--- config.mk ---
export PLATFORM = sky130hd
export DESIGN_NAME = tlb_xlate
export DESIGN_NICKNAME = d
export VERILOG_FILES = /design/src/rtl/tlb_pkg.sv /design/src/rtl/tlb_cam.sv /design/src/rtl/tlb_walker.sv /design/src/rtl/tlb_xlate.sv
export SDC_FILE = /design/constraint.sdc
export NUM_CORES = 1
export LEC_CHECK = 0
export ABC_AREA = 1
export BUFFER_PORTS_ARGS = -buffer_cell sky130_fd_sc_hd__buf_2
export CAP_MARGIN = 30
export CORE_ASPECT_RATIO = 0.75
export CORE_MARGIN = 1.5
export CORE_UTILIZATION = 40
export CTS_BUF_LIST = sky130_fd_sc_hd__clkbuf_16
export DETAILED_ROUTE_END_ITERATION = 8
export GPL_ROUTABILITY_DRIVEN = 0
export PLACE_DENSITY = 0.66
export SYNTH_ARGS = -nofsm -noshare
export SYNTH_HDL_FRONTEND = slang
export SYNTH_SLANG_ARGS = --single-unit
--- constraint.sdc ---
create_clock -name clk -period 5.9 [get_ports clk]
set_input_delay 0.59 -clock clk [delete_from_list [all_inputs] [get_ports clk]]
set_output_delay 0.59 -clock clk [all_outputs]
set_load 0.02 [all_outputs]
--- src/rtl/tlb_pkg.sv ---
`timescale 1ns/1ps
package tlb_pkg;
    localparam int LA_W       = 16;
    localparam int PAGE_BYTES = 512;
    localparam int OFF_W      = $clog2(PAGE_BYTES);
    localparam int VPN_W      = LA_W - OFF_W;
    localparam int LEN_W      = VPN_W + 1;
    localparam int PFN_W      = 7;
    localparam int PA_W       = PFN_W + OFF_W;
    localparam int ASID_W     = 4;
    localparam int TLB_N      = 4;
    localparam int IDX_W      = $clog2(TLB_N);
    localparam int MA_W       = 16;
    localparam int PTE_W      = PFN_W + 1;

    typedef struct packed {
        logic              valid;
        logic [ASID_W-1:0] asid;
        logic [VPN_W-1:0]  vpn;
        logic [PFN_W-1:0]  pfn;
    } tlb_entry_t;

    typedef struct packed {
        logic             valid;
        logic [PFN_W-1:0] pfn;
    } pte_t;

    typedef enum logic [1:0] {
        CAUSE_NONE    = 2'd0,
        CAUSE_INVALID = 2'd1,
        CAUSE_BOUND   = 2'd2
    } fault_cause_e;

    typedef enum logic [1:0] {
        CFG_BASE = 2'd0,
        CFG_LEN  = 2'd1,
        CFG_ASID = 2'd2
    } cfg_sel_e;

    typedef enum logic {
        WS_IDLE = 1'b0,
        WS_WAIT = 1'b1
    } walk_state_e;

    function automatic logic [PA_W-1:0] make_paddr(input logic [PFN_W-1:0] pfn,
                                                   input logic [OFF_W-1:0] off);
        return {pfn, off};
    endfunction
endpackage

--- src/rtl/tlb_cam.sv ---
`timescale 1ns/1ps
module tlb_cam
    import tlb_pkg::*;
(
    input  logic              clk,
    input  logic              rst,
    input  logic [VPN_W-1:0]  lk_vpn,
    input  logic [ASID_W-1:0] lk_asid,
    output logic              lk_hit,
    output logic [PFN_W-1:0]  lk_pfn,
    input  logic              ins_en,
    input  logic [VPN_W-1:0]  ins_vpn,
    input  logic [ASID_W-1:0] ins_asid,
    input  logic [PFN_W-1:0]  ins_pfn,
    input  logic              flush_all,
    input  logic              flush_tag_en,
    input  logic [ASID_W-1:0] flush_tag
);
    logic [TLB_N-1:0]            match;
    logic [TLB_N-1:0][PFN_W-1:0] pfn_sel;
    logic [IDX_W-1:0]            victim;

    for (genvar g = 0; g < TLB_N; g++) begin : g_ent
        tlb_entry_t ent_q;

        always_ff @(posedge clk) begin
            if (rst) begin
                ent_q <= '0;
            end else begin
                if (ins_en && victim == IDX_W'(g)) begin
                    ent_q <= '{valid: 1'b1, asid: ins_asid, vpn: ins_vpn, pfn: ins_pfn};
                end
                if (flush_all || (flush_tag_en && ent_q.asid == flush_tag)) begin
                    ent_q.valid <= 1'b0;
                end
            end
        end

        assign match[g]   = ent_q.valid && ent_q.vpn == lk_vpn && ent_q.asid == lk_asid;
        assign pfn_sel[g] = match[g] ? ent_q.pfn : '0;
    end

    always_comb begin
        lk_pfn = '0;
        for (int i = 0; i < TLB_N; i++) begin
            lk_pfn = lk_pfn | pfn_sel[i];
        end
    end

    assign lk_hit = |match;

    // rotating fill pointer
    always_ff @(posedge clk) begin
        if (rst) begin
            victim <= '0;
        end else if (ins_en) begin
            victim <= (victim == IDX_W'(TLB_N - 1)) ? '0 : victim + 1'b1;
        end
    end
endmodule

--- src/rtl/tlb_walker.sv ---
`timescale 1ns/1ps
module tlb_walker
    import tlb_pkg::*;
(
    input  logic              clk,
    input  logic              rst,
    input  logic              req_fire,
    input  logic [VPN_W-1:0]  req_vpn,
    input  logic [OFF_W-1:0]  req_off,
    input  logic              lk_hit,
    input  logic [PFN_W-1:0]  lk_pfn,
    input  logic              lk_oob,
    input  logic [MA_W-1:0]   pt_base,
    output logic              req_ready,
    output logic              mem_rd,
    output logic [MA_W-1:0]   mem_addr,
    input  logic              mem_rvalid,
    input  logic [PTE_W-1:0]  mem_rdata,
    output logic              rsp_valid,
    output logic [PA_W-1:0]   rsp_paddr,
    output logic              rsp_fault,
    output fault_cause_e      rsp_cause,
    output logic              ins_en,
    output logic [VPN_W-1:0]  ins_vpn,
    output logic [PFN_W-1:0]  ins_pfn
);
    walk_state_e      state;
    logic [VPN_W-1:0] vpn_q;
    logic [OFF_W-1:0] off_q;
    pte_t             pte;

    assign pte       = pte_t'(mem_rdata);
    assign req_ready = (state == WS_IDLE);
    assign ins_en    = (state == WS_WAIT) && mem_rvalid && pte.valid;
    assign ins_vpn   = vpn_q;
    assign ins_pfn   = pte.pfn;

    always_ff @(posedge clk) begin
        if (rst) begin
            state     <= WS_IDLE;
            vpn_q     <= '0;
            off_q     <= '0;
            mem_rd    <= 1'b0;
            mem_addr  <= '0;
            rsp_valid <= 1'b0;
            rsp_paddr <= '0;
            rsp_fault <= 1'b0;
            rsp_cause <= CAUSE_NONE;
        end else begin
            rsp_valid <= 1'b0;
            mem_rd    <= 1'b0;
            case (state)
                WS_IDLE: begin
                    if (req_fire) begin
                        vpn_q <= req_vpn;
                        off_q <= req_off;
                        if (lk_oob) begin
                            rsp_valid <= 1'b1;
                            rsp_fault <= 1'b1;
                            rsp_cause <= CAUSE_BOUND;
                            rsp_paddr <= '0;
                        end else if (lk_hit) begin
                            rsp_valid <= 1'b1;
                            rsp_fault <= 1'b0;
                            rsp_cause <= CAUSE_NONE;
                            rsp_paddr <= make_paddr(lk_pfn, req_off);
                        end else begin
                            state    <= WS_WAIT;
                            mem_rd   <= 1'b1;
                            mem_addr <= pt_base + MA_W'(req_vpn);
                        end
                    end
                end
                WS_WAIT: begin
                    if (mem_rvalid) begin
                        state     <= WS_IDLE;
                        rsp_valid <= 1'b1;
                        if (pte.valid) begin
                            rsp_fault <= 1'b0;
                            rsp_cause <= CAUSE_NONE;
                            rsp_paddr <= make_paddr(pte.pfn, off_q);
                        end else begin
                            rsp_fault <= 1'b1;
                            rsp_cause <= CAUSE_INVALID;
                            rsp_paddr <= '0;
                        end
                    end
                end
                default: state <= WS_IDLE;
            endcase
        end
    end
endmodule

--- src/rtl/tlb_xlate.sv ---
`timescale 1ns/1ps
module tlb_xlate
    import tlb_pkg::*;
(
    input  logic              clk,
    input  logic              rst,
    input  logic              cfg_we,
    input  logic [1:0]        cfg_sel,
    input  logic [MA_W-1:0]   cfg_wdata,
    input  logic              flush_all,
    input  logic              flush_tag_en,
    input  logic [ASID_W-1:0] flush_tag,
    input  logic              req_valid,
    output logic              req_ready,
    input  logic [LA_W-1:0]   req_laddr,
    output logic              rsp_valid,
    output logic [PA_W-1:0]   rsp_paddr,
    output logic              rsp_fault,
    output logic [1:0]        rsp_cause,
    output logic              mem_rd,
    output logic [MA_W-1:0]   mem_addr,
    input  logic              mem_rvalid,
    input  logic [PTE_W-1:0]  mem_rdata
);
    logic [MA_W-1:0]   pt_base;
    logic [LEN_W-1:0]  pt_len;
    logic [ASID_W-1:0] cur_asid;

    logic              req_fire;
    logic [VPN_W-1:0]  req_vpn;
    logic [OFF_W-1:0]  req_off;
    logic              lk_hit;
    logic              lk_oob;
    logic [PFN_W-1:0]  lk_pfn;
    logic              ins_en;
    logic [VPN_W-1:0]  ins_vpn;
    logic [PFN_W-1:0]  ins_pfn;
    fault_cause_e      cause_w;

    always_ff @(posedge clk) begin
        if (rst) begin
            pt_base  <= '0;
            pt_len   <= '0;
            cur_asid <= '0;
        end else if (cfg_we) begin
            case (cfg_sel_e'(cfg_sel))
                CFG_BASE: pt_base  <= cfg_wdata;
                CFG_LEN:  pt_len   <= cfg_wdata[LEN_W-1:0];
                CFG_ASID: cur_asid <= cfg_wdata[ASID_W-1:0];
                default:  ;
            endcase
        end
    end

    assign req_fire  = req_valid && req_ready;
    assign req_vpn   = req_laddr[LA_W-1:OFF_W];
    assign req_off   = req_laddr[OFF_W-1:0];
    assign lk_oob    = {1'b0, req_vpn} >= pt_len;
    assign rsp_cause = cause_w;

    tlb_cam u_cam (
        .clk          (clk),
        .rst          (rst),
        .lk_vpn       (req_vpn),
        .lk_asid      (cur_asid),
        .lk_hit       (lk_hit),
        .lk_pfn       (lk_pfn),
        .ins_en       (ins_en),
        .ins_vpn      (ins_vpn),
        .ins_asid     (cur_asid),
        .ins_pfn      (ins_pfn),
        .flush_all    (flush_all),
        .flush_tag_en (flush_tag_en),
        .flush_tag    (flush_tag)
    );

    tlb_walker u_walk (
        .clk        (clk),
        .rst        (rst),
        .req_fire   (req_fire),
        .req_vpn    (req_vpn),
        .req_off    (req_off),
        .lk_hit     (lk_hit),
        .lk_pfn     (lk_pfn),
        .lk_oob     (lk_oob),
        .pt_base    (pt_base),
        .req_ready  (req_ready),
        .mem_rd     (mem_rd),
        .mem_addr   (mem_addr),
        .mem_rvalid (mem_rvalid),
        .mem_rdata  (mem_rdata),
        .rsp_valid  (rsp_valid),
        .rsp_paddr  (rsp_paddr),
        .rsp_fault  (rsp_fault),
        .rsp_cause  (cause_w),
        .ins_en     (ins_en),
        .ins_vpn    (ins_vpn),
        .ins_pfn    (ins_pfn)
    );
endmodule

-- Yosys cells after proc, flatten, opt, wreduce, memory -nomap -nowiden
Cells that the tools add are included.
- add/sub/neg operators: 2
- $lt $le $gt $ge: 1
- equality and inequality tests: 20
- multiplexer cells: 33
- bitwise operators: 6
- reductions and logical operators: 37
- operators with widths (operator ; number):
    16-bit two-way mux ; 5
    4-bit equality test ; 8
    16-bit case mux with 2 select lines ; 1
    7-bit equality test ; 4
    7-bit two-way mux ; 4
    7-bit bitwise OR ; 3
    1-bit logical AND ; 19
    16-bit by 7-bit adder with 16-bit output ; 1
    1-bit two-way mux ; 14
    2-bit two-way mux ; 5
    2-bit OR reduction ; 5
    7-bit by 8-bit >= comparator with 1-bit output ; 1
    2-bit AND reduction ; 4
    2-bit equality test (second input constant) ; 3
    1-bit case mux with 2 select lines ; 3
    2-bit by 1-bit equality test with 1-bit output (second input constant) ; 2
    2-bit logical NOT ; 2
    1-bit logical OR ; 4
    2-bit case mux with 2 select lines ; 1
    4-bit AND reduction ; 1
    4-bit OR reduction ; 1
    3-bit by 1-bit inequality test with 1-bit output (second input constant) ; 1
    1-bit inverter ; 3
    3-bit AND reduction ; 1
    3 further kinds ; 3
- register bits after elaboration: 160
- bits of input ports: 53
- output and inout bits: 38

-- Longest topological paths before layout
- word-level depth: 11
- depth in mapped cells: 16
- depth with buffers taken out: 15

-- Modules after synthesis
Synthesis repeated with hierarchy kept, for this count alone.
- cells, all modules: 1179
- area total of the unflattened synthesis: 8055.2 um^2
- by module, submodules not included (module ; times used ; cells an instance ; area each (um^2) ; seq. area each (um^2)):
    tlb_cam ; 1 ; 600 ; 3938.8 ; 1561.5
    tlb_walker ; 1 ; 422 ; 2921.6 ; 1081.0
    tlb_xlate ; 1 ; 157 ; 1194.9 ; 560.5

-- Worst setup path before layout
Ideal clock, no wire load.
- path kind: input-to-reg
- start: in req_laddr[9]
- end: reg u_walk.mem_addr[10]
- library setup time: 0.116 ns
- arrival time: 2.086 ns
- required time: 5.784 ns
- path slack: 3.698 ns
- stages on the path: 11
- cell sequence: ha_1 > inv_1 > fa_1 > nand3b_1 > nand2_1 > a21oi_1 > o21bai_1 > nand3_1 > xor2_1 > nor2_1 > nor2_1
- word-level cells in the longest chain between the ends: 6
- elaborated cells between the ends (all ways): 18
- ends and longest elaborated chain (item ; RTL line ; source):
    start, declared ; tlb_xlate.sv:15 ; input logic [LA_W-1:0] req_laddr,
    branches (longest 6 deep; another with 16-bit by 7-bit adder with 16-bit output) ; - ;
    end signal, assigned ; tlb_walker.sv:70 ; mem_addr <= pt_base + MA_W'(req_vpn);
    end, declared ; tlb_walker.sv:16 ; output logic [MA_W-1:0] mem_addr,
Parallel ways; which one is timed is not known.
A chain may end at the register's enable or synchronous reset.

-- Worst setup path after layout
- start: reg cur_asid[3]
- end: reg u_walk.mem_addr[12]
- word-level cells in the longest chain between the ends: 5
- elaborated cells between the ends (all ways): 11
- ends and longest elaborated chain (item ; RTL line ; source):
    start, declared ; tlb_xlate.sv:27 ; logic [ASID_W-1:0] cur_asid;
    start signal, assigned ; tlb_xlate.sv:49 ; CFG_ASID: cur_asid <= cfg_wdata[ASID_W-1:0];
    4-bit equality test ; tlb_cam.sv:39 ; assign match[g] = ent_q.valid && ent_q.vpn == lk_vpn && ent_q.asid == lk_asid;
    1-bit logical AND ; tlb_cam.sv:39 ;
    4-bit OR reduction * ; tlb_cam.sv:50 ; assign lk_hit = |match;
    1-bit inverter (no source line) * ; - ;
    4-bit AND reduction (no source line) * ; - ;
Every way passes the cells marked *; elsewhere a longest branch is shown, timed or not.

==> results.md <==
* CP Data Required Time at 6.22 ns
* Commonest cells after routing, fill and taps aside: sky130_fd_sc_hd__nand2_1 (223), sky130_fd_sc_hd__nor2_1 (163), sky130_fd_sc_hd__dfxtp_1 (160), sky130_fd_sc_hd__o21ai_0 (149), sky130_fd_sc_hd__inv_1 (99)
* Arrival time worst endpoint at slightly below 3 ns
* Largest vdd supply drop at between 150 and 200 uV
* Post-CTS sizing at 0
* Setup repair after global routing missed its margin: no
* Cell types with the largest area share after synthesis: sky130_fd_sc_hd__dfxtp_1 (43%), sky130_fd_sc_hd__nand2_1 (11%), sky130_fd_sc_hd__o21ai_0 (9.9%), sky130_fd_sc_hd__nor2_1 (8.1%), sky130_fd_sc_hd__a21oi_1 (6.4%)
* TritonCTS Buffers at 17
* Switching fraction of total power at a little over a quarter
* Port Buffers at 90
* Switching power total at 0.000711 W
* Most common library cell in the layout ignoring fill and taps: sky130_fd_sc_hd__nand2_1
* Layout Area Growth over Synthesis at 15.9%
* Antenna violations before repair at 0
* Crit path largest cell delay at roughly 0.55 ns
* Final core utilization at roughly 47%
* Root buf cell: sky130_fd_sc_hd__clkbuf_16
* Largest area contributor in the netlist: sky130_fd_sc_hd__dfxtp_1
* Ports at a little over 90
* Total iterations of the first detailed-routing run at 5
* Post-CTS setup buffer count at 0
* Slew at the pin closest to its max-slew limit at 0.934 ns
* Ratio of routed vias to standard cells at 5.02
* Ratio of final minimum period to clock period at 44.5%
* Area of the core at 18500 um^2
* Register-to-Register Setup Slack at about 3.3 ns
* Outcome: complete, no violations
* Routed Antenna Nets at 0
* Hold-fix buffer count after cts at 0
* Clk pin slew, worst setup/hold paths at 0.07 ns
* Number of synthesis warnings at 0
* Site Rows at 43
* Overall global routing resource usage at roughly a fifth
* Vertical die dimension at between 100 and 150 um
* Fill cell count at 1876
* DR DRC count at 0
* Worst Hold Class: input pin to flip-flop
* Post-Syn Nets at between 1000 and 1500
* CP max-delay cell: sky130_fd_sc_hd__dfxtp_1
* MaxCap Viol Count at 0
* Post-synthesis average cell area at between 7 and 8 um^2
* Setup TNS Final at 0 ns
* Portion of the post-synthesis area used by sequential elements at between 40% and 50%
* Biggest fanout along the worst timing path at 17
* Largest net degree at the start of global routing at 80
* Critical path launch point type: flip-flop
* Maximum count of clock buffers along a single path at 2
* Leakage Power at 3.80 nW
* Flip-flop and latch count after synthesis at 160
* Die X-Extent at 161 um
* Tightest slew margin relative to the limit at a little under two fifths
* Distinct cell type count after synthesis at 41
* Pwr Density at 299 nW/um^2
* Final Skew at roughly 0.009 ns
* Placement-stage worst setup slack at 3.05 ns
* Clock share of power at 43.1%
* Critical path start-end classification: flip-flop to flip-flop
* Initial cell density of the core at 40.8%
* Starting DRT DRC Count at 540
* Layout cell share with drive strength beyond 1 at 13.5%
* Count of pins over their slew limit at 0
* Share of Yosys cell area claimed by the top area cell type at 42.6%
* Worst-case setup margin in the final layout at 3.27 ns
* Drt wl/cell at around 14 um
* Die Area at 19700 um^2
* Hold Vio Cnt, Final at 0
* HPWL after DPL at 14.2 mm
* Vias in the first global route at 6321
* Critical Path, Cell by Cell: inv_1, nand2_1, nand2_1, nor2_1, nand2_1, nor2_4, nand2_2, nand2_2, nor2_4, nand3_4, inv_2, nand2_1, inv_1, nand2_1, nand2_1
* Antenna diode instance count at 0
* Total number of clock tree sinks at 160
* Critical Path Most Common Cell: sky130_fd_sc_hd__nand2_1
* Kind of end point of the critical path: flip-flop
* Minimum clock period after layout at 2.63 ns
* Combinational Power Share at 12.5%
* Internal power contribution at 0.00190 W
* Post-synthesis cell count at 1074
* Post-Route WL at between 20 and 25 mm
* Total number of vias at approximately 7000
* Part of the power in registers at between 40 and 50%
* CTS HTree Levels at 4
* CTS tree: done
* Final setup violation count at 0
* Net total in the final layout at between 1000 and 1500
* Grt ovf at 0
* First-pass GRT wire length at 32.6 mm
* Post-Syn Area at 7520 um^2
* Insertion delay to the later sink of the worst-skew pair at 0.43 ns
* Achievable frequency at 381 MHz
[stage by stage]
| step | cell area (um^2) | std cells | hold slack, ns | power (W) |
|---|---|---|---|---|
| after global routing | 8720 | 1406 | 0.406 | 0.00272 |
| after floorplan | 7520 | 1074 | 0.425 | 0.00141 |
| after CTS | 8720 | 1406 | 0.373 | 0.00263 |
| after detailed placement | 8130 | 1374 | 0.443 | 0.00151 |
| final | 8720 | 1406 | 0.386 | 0.00261 |
| after global placement | 8120 | 1373 | 0.435 | 0.00151 |
[logic make-up (layout without fill, tap and decap cells)]
group | count (synthesis) | in the layout | share of synthesized area (%)
and+or+nand+nor | 448 | 448 | 24.5
AOI/OAI and AO/OA | 276 | 276 | 19.4
DFF | 160 | 160 | 42.6
buffers and inverters | 154 | 239 | 8.28
adders and majority gates | 19 | 19 | 3.26
xor gates and xnor gates | 17 | 17 | 1.98
[path summary, 6_finish.rpt]
path | from | end | cells past startpoint
hold / removal | cfg_wdata[8] | pt_base[8] | 3
setup reg to reg | cur_asid[3] | u_walk.mem_addr[12] | 15
hold reg to reg | u_cam.g_ent[2].ent_q[6] | u_cam.g_ent[2].ent_q[6] | 2
setup / recovery | cur_asid[3] | u_walk.mem_addr[12] | 15
[power by group through the flow]
stage	registers (W)	logic, W	clock network, W
2_1_floorplan	0.00121	0.000202	0
3_3_place_gp	0.00118	0.000321	0
3_5_place_dp	0.00118	0.000326	0
4_1_cts	0.00116	0.000328	0.00114
5_1_grt	0.00117	0.000369	0.00118
6_report	0.00116	0.000327	0.00113
[Yosys cell counts, drive strengths merged]
library cell	number
xor2	6
o21ai	152
dfxtp	160
nand3	34
xnor2	11
o2111ai	1
or2	2
buf	10
o21bai	2
nand2	231
clkbuf	35
nor2	171
a221oi	4
a22oi	9
nand4	6
a211oi	2
o211ai	1
o31ai	1
clkinv	2
inv	107
o22ai	4
fa	1
ha	18
nor3	3
nand3b	1
a21oi	97
a41oi	3
[routing by layer]
metal  track usage [%]  share of wire, %  vias to the layer above
met5                 0                 0                        -
met4              5.73               1.0                        0
met3              3.85               5.7                       17
met2              33.0                44                      190
met1              29.9                50                     3234
li1                  -                 -                     3622
[critical path, delay by kind of cell (launching register included)]
family | cells | cell delay (ns)
buffers and inverters | 3 | 0.55
AND/OR/NAND/NOR | 12 | 1.42
flip-flops | 1 | 0.55
[state kept, by name (all words and copies together), names as in the netlist]
register,cells
pt_len,8
u_walk.rsp_paddr,16
u_walk.state,1
u_cam.victim,2
u_walk.rsp_fault,1
u_walk.mem_addr,16
u_walk.rsp_valid,1
u_walk.off_q,9
cur_asid,4
u_walk.rsp_cause,2
pt_base,16
u_walk.ins_vpn,7
u_cam.g_ent.ent_q,76
u_walk.mem_rd,1
[cell type report]
| type | count | area (um^2) | share of cell area, % |
|---|---|---|---|
| Sequential cell | 160 | 3200 | 36.7 |
| Clock inverter | 15 | 168 | 1.92 |
| Inverter | 109 | 410 | 4.70 |
| Timing Repair Buffer | 98 | 510 | 5.85 |
| Clock buffer | 17 | 425 | 4.88 |
| Tap cell | 247 | 309 | 3.54 |
| Multi-Input combinational cell | 760 | 3700 | 42.4 |
No activity file was read; power rests on OpenSTA's default activity.
